`config.mk`:
```
export PLATFORM = sky130hd
export DESIGN_NAME = cond_gate_unit
export DESIGN_NICKNAME = d
export VERILOG_FILES = /design/src/rtl/cond_pkg.sv /design/src/rtl/cond_flag_reg.sv /design/src/rtl/cond_eval.sv /design/src/rtl/cond_gate_unit.sv
export SDC_FILE = /design/constraint.sdc
export NUM_CORES = 1
export LEC_CHECK = 0
export BUFFER_PORTS_ARGS = -buffer_cell sky130_fd_sc_hd__buf_2
export CAP_MARGIN = 20
export CORE_AREA = 2 2 39 41
export CTS_CLUSTER_DIAMETER = 100
export DETAILED_ROUTE_END_ITERATION = 8
export DIE_AREA = 0 0 41 43
export MAX_ROUTING_LAYER = met4
export PLACE_DENSITY = 0.48
export SETUP_SLACK_MARGIN = 0.05
export SLEW_MARGIN = 20
export SYNTH_ARGS = -nofsm -noshare
export SYNTH_HDL_FRONTEND = slang
export SYNTH_SLANG_ARGS = --single-unit
```
`constraint.sdc`:
```
create_clock -name clk_i -period 1.1 [get_ports clk_i]
set_clock_uncertainty 0.05 [all_clocks]
set_input_delay 0 -clock clk_i [delete_from_list [all_inputs] [get_ports clk_i]]
set_output_delay 0 -clock clk_i [all_outputs]
set_load 0.005 [all_outputs]
```
`src/rtl/cond_pkg.sv`:
```
package cond_pkg;
  localparam int unsigned COND_W = 4;
  localparam int unsigned FLAG_W = 4;

  typedef enum logic [COND_W-1:0] {
    C_EQ = 4'd0,  C_NE = 4'd1,  C_HS = 4'd2,  C_LO = 4'd3,
    C_NEG = 4'd4, C_POS = 4'd5, C_OVF = 4'd6, C_NOV = 4'd7,
    C_UHI = 4'd8, C_ULS = 4'd9, C_SGE = 4'd10, C_SLT = 4'd11,
    C_SGT = 4'd12, C_SLE = 4'd13, C_ALW = 4'd14, C_RSV = 4'd15
  } cond_e;

  typedef struct packed {
    logic n;
    logic z;
    logic c;
    logic v;
  } flags_t;
endpackage

```
`src/rtl/cond_flag_reg.sv`:
```
module cond_flag_reg
  import cond_pkg::*;
(
  input  logic   clk_i,
  input  logic   rst_ni,
  input  logic   we_i,
  input  flags_t d_i,
  output flags_t q_o
);
  flags_t q;

  always_ff @(posedge clk_i or negedge rst_ni) begin
    if (!rst_ni)   q <= '0;
    else if (we_i) q <= d_i;
  end

  assign q_o = q;

  p_flags_load_r2: assert property (@(posedge clk_i) disable iff (!rst_ni)
    we_i |=> q_o == $past(d_i));
  p_flags_hold_r2: assert property (@(posedge clk_i) disable iff (!rst_ni)
    !we_i |=> $stable(q_o));
endmodule

```
`src/rtl/cond_eval.sv`:
```
module cond_eval
  import cond_pkg::*;
#(
  parameter bit PAIRED = 1'b1
) (
  input  logic [COND_W-1:0] cond_i,
  input  flags_t            flg_i,
  output logic              pass_o,
  output logic              rsv_o
);
  localparam int unsigned SEL_W = COND_W - 1;

  logic nv_eq;
  assign nv_eq = (flg_i.n == flg_i.v);
  assign rsv_o = (cond_i == C_RSV);

  generate
    if (PAIRED) begin : g_paired
      // one predicate per code pair, odd code is its complement
      logic [SEL_W-1:0] sel;
      logic             base;
      assign sel = cond_i[COND_W-1:1];
      always_comb begin
        unique case (sel)
          3'd0: base = flg_i.z;
          3'd1: base = flg_i.c;
          3'd2: base = flg_i.n;
          3'd3: base = flg_i.v;
          3'd4: base = flg_i.c & ~flg_i.z;
          3'd5: base = nv_eq;
          3'd6: base = ~flg_i.z & nv_eq;
          default: base = 1'b1;
        endcase
      end
      assign pass_o = base ^ cond_i[0];
    end else begin : g_flat
      always_comb begin
        unique case (cond_e'(cond_i))
          C_EQ:  pass_o = flg_i.z;
          C_NE:  pass_o = ~flg_i.z;
          C_HS:  pass_o = flg_i.c;
          C_LO:  pass_o = ~flg_i.c;
          C_NEG: pass_o = flg_i.n;
          C_POS: pass_o = ~flg_i.n;
          C_OVF: pass_o = flg_i.v;
          C_NOV: pass_o = ~flg_i.v;
          C_UHI: pass_o = flg_i.c & ~flg_i.z;
          C_ULS: pass_o = ~flg_i.c | flg_i.z;
          C_SGE: pass_o = nv_eq;
          C_SLT: pass_o = ~nv_eq;
          C_SGT: pass_o = ~flg_i.z & nv_eq;
          C_SLE: pass_o = flg_i.z | ~nv_eq;
          C_ALW: pass_o = 1'b1;
          default: pass_o = 1'b0;
        endcase
      end
    end
  endgenerate
endmodule

```
`src/rtl/cond_gate_unit.sv`:
```
module cond_gate_unit
  import cond_pkg::*;
#(
  parameter bit PAIRED = 1'b1
) (
  input  logic              clk_i,
  input  logic              rst_ni,
  input  logic              flag_we_i,
  input  logic [FLAG_W-1:0] flags_i,
  input  logic [COND_W-1:0] cond_i,
  output logic              pass_o,
  output logic              reserved_o
);
  flags_t flg_q;

  cond_flag_reg u_flags (
    .clk_i (clk_i),
    .rst_ni(rst_ni),
    .we_i  (flag_we_i),
    .d_i   (flags_t'(flags_i)),
    .q_o   (flg_q)
  );

  cond_eval #(.PAIRED(PAIRED)) u_eval (
    .cond_i(cond_i),
    .flg_i (flg_q),
    .pass_o(pass_o),
    .rsv_o (reserved_o)
  );

  p_reserved_blocks_r11: assert property (@(posedge clk_i) disable iff (!rst_ni)
    (cond_i == C_RSV) |-> (!pass_o && reserved_o));
  p_reserved_only_r11: assert property (@(posedge clk_i) disable iff (!rst_ni)
    (cond_i != C_RSV) |-> !reserved_o);
  p_always_passes_r10: assert property (@(posedge clk_i) disable iff (!rst_ni)
    (cond_i == C_ALW) |-> pass_o);
  p_eq_follows_z_r3: assert property (@(posedge clk_i) disable iff (!rst_ni)
    (cond_i == C_EQ) |-> (pass_o == flg_q.z));
  p_write_visible_r2: assert property (@(posedge clk_i) disable iff (!rst_ni)
    (flag_we_i && cond_i == C_NEG && $stable(cond_i)) |=>
      (cond_i != C_NEG) || (pass_o == $past(flags_i[3])));
endmodule

```
==> impl_metrics.yaml <==
cells_and_area:
  diodes: 0
  final_nets: 58
  utilization: 0.3146
  area_growth_pct: 75.76
  largest_reg_flops: 4
  drive_gt1_frac: 0.5556
synth:
  syn_area_per_cell_um2: 11.26
  syn_area_um2: 247.7
  synthCells: 22
  synthDistinctLibCells: 14
  ys_seq_elements: 4
  yosys_warnings: 0
  seq_area_frac_synth: 0.4040
  synth_nets: 33
sta:
  fmax_mhz: 636.1
  rsz0062_at_grt: "true"
  finalWorstSetupSlack_ns: -0.4722
  hold-worst-slack_ns: 0.03113
  relSlewSlack: 0.7956
  setup-violations-final: 1
  hold_violations: 0
  tightestPinTransition_ns: 0.3060
  drv_slew: 0
  fin_crit_sh: 1.429
  fin_crit_ns: 1.572
clocking:
  htreeDepth: 1
  clock-sinks: 4
  clk_path_buf_depth: 2
  clockRootBuffer: "clkbuf_4"
  clkSlewWorstSetupHoldPaths_ns: 0.04
  cts_tree: "built"
  insertion_delay_ns: 0.23
  numCtsBuffers: 3
  post_cts_buffers: 0
route:
  routed_wl_um: 537
  drcViolationCount: 0
  wl_per_cell_um: 8.803
  drt_iter0_markers: 3
  vias: 247
  viasPerCell: 4.049
  drtAntennaViolNets: 0
  drt_pass1_iterations: 2
floorplan:
  die_w_um: 41
  num_rows: 14
  ios: 13
  die_y_um: 43
  start_util: 0.1790
  design.die.area_mm2: 0.001763
  coreArea_mm2: 0.001384
power:
  ir_drop_uv: 435.4
  p_leak_uw: 0.0002015
  power_density_mw_per_mm2: 1098
setup_path:
  crit_fanout: 4
  slowest_stage: "dfrtp_1"
  arrival_ns: 1.52
  start_kind: "flop"
  worstPathCellList: "o311a_1 > a221oi_2 > xor2_1 > buf_2"
  required_ns: 1.05
  slowest_delay_ns: 0.40
  path_class: "flop to output port"
  cp-end-kind: "output port"
placed_design:
  gp_congestion: 0.6414
  placement.io_buffers: 12
  dp_hpwl_um: 427.9
global_routing:
  grt_overflow_total: 0
  grt_max_degree: 6
  grt_util_all_layers: 0.07224
  grt_pass1_wl_um: 821
  antenna_found_initial: 0
  grt_pass1_vias: 221
run_status:
  violations: "negative setup slack"
  status: "finished with violations"
job:
  maxCapViolations: 0
worst_hold_path:
  min-delay-path-class: "input port to flop"
[cell families after synthesis]
kind of cell              synth area share
and+or+nand+nor                     0.1818
muxes                               0.1818
AOI/OAI and AO/OA                   0.1616
xor gates and xnor gates           0.07072
DFF                                 0.4041
[metrics by stage]
step                      power, µW  instance area [µm²]  instances   TNS, ns  worst slack (ns)
after floorplan               236.7                260.3         22  -0.09457          -0.09457
after CTS                     490.6                435.4         61   -0.4819           -0.4819
after global routing          512.4                435.4         61   -0.5822           -0.5822
after detailed placement      291.2                362.8         53   -0.2327           -0.2327
final                         478.1                435.4         61   -0.4722           -0.4722
after global placement        292.4                362.8         53   -0.2557           -0.2557
[layer usage]
layer | GRT usage | up-vias | wire length [µm]
li1 | - | 129 | -
met1 | 0.07792 | 105 | 238
met2 | 0.1063 | 13 | 243
met3 | 0.01571 | 0 | 55
met4 | 0.06000 | 0 | 0
met5 | - | - | 0
[power by group]
group | internal (µW) | switching (µW)
logic | 80.0 | 44.8
registers | 163 | 14.8
clock network | 122 | 54.0
[path summary, 6_finish.rpt]
check                      slack, ns  cells after the start           start              to
setup / recovery               -0.47                      4  u_flags.q_o[2]          pass_o
hold / removal                  0.03                      2       flag_we_i  u_flags.q_o[0]
setup reg to reg                0.17                      2  u_flags.q_o[0]  u_flags.q_o[0]
hold reg to reg                 0.53                      1  u_flags.q_o[2]  u_flags.q_o[2]
max in group asynchronous       0.82                      2          rst_ni  u_flags.q_o[2]
min in group asynchronous       0.06                      2          rst_ni  u_flags.q_o[0]
[synthesized netlist by cell type]
cell type | count | area (µm²)
o21ai_0 | 1 | 5.000
nor2_1 | 1 | 3.750
mux2_2 | 4 | 45.04
dfrtp_1 | 4 | 100.1
nand2b_4 | 1 | 13.76
and2b_1 | 1 | 7.510
nor2b_1 | 2 | 12.51
o311a_1 | 1 | 10.01
a21boi_0 | 1 | 7.510
a221oi_1 | 1 | 8.760
xnor2_1 | 1 | 8.760
a2111oi_0 | 1 | 8.760
nand2_1 | 2 | 7.510
xor2_1 | 1 | 8.760
[worst max-delay path, delay by kind of cell, from the launching register on]
family | cells | cell delay, ns
AO/OA/AOI/OAI | 2 | 0.62
XOR/XNOR | 1 | 0.15
buffers and inverters | 1 | 0.12
flip-flops | 1 | 0.40
[area by class of cell]
| type | count | area, µm² |
|---|---|---|
| Clock buffer | 3 | 22.52 |
| Tap cell | 16 | 20.02 |
| Fill cell | 142 | 948.4 |
| Multi-Input combinational cell | 18 | 160.2 |
| Timing Repair Buffer | 20 | 132.6 |
| Sequential cell | 4 | 100.1 |
[cell usage in the layout, fill, tap and decap left out, drive strengths merged, types with 2 or more instances in the layout]
cell / Yosys / final
dlygate4sd3: 0 / 5
nand2: 2 / 2
mux2: 4 / 4
clkbuf: 0 / 3
buf: 0 / 15
nor2b: 2 / 2
dfrtp: 4 / 4
[what timing repair did]
| action | 4_1_cts | 5_1_grt |
|---|---|---|
| hold endpoints to repair | 8 | 0 |
| gates resized for setup | 0 | 1 |
| setup endpoints to repair | 1 | 1 |
| hold buffers | 5 | 0 |
| pin swaps | 1 | 0 |
Power figures use the tool's default switching activity.
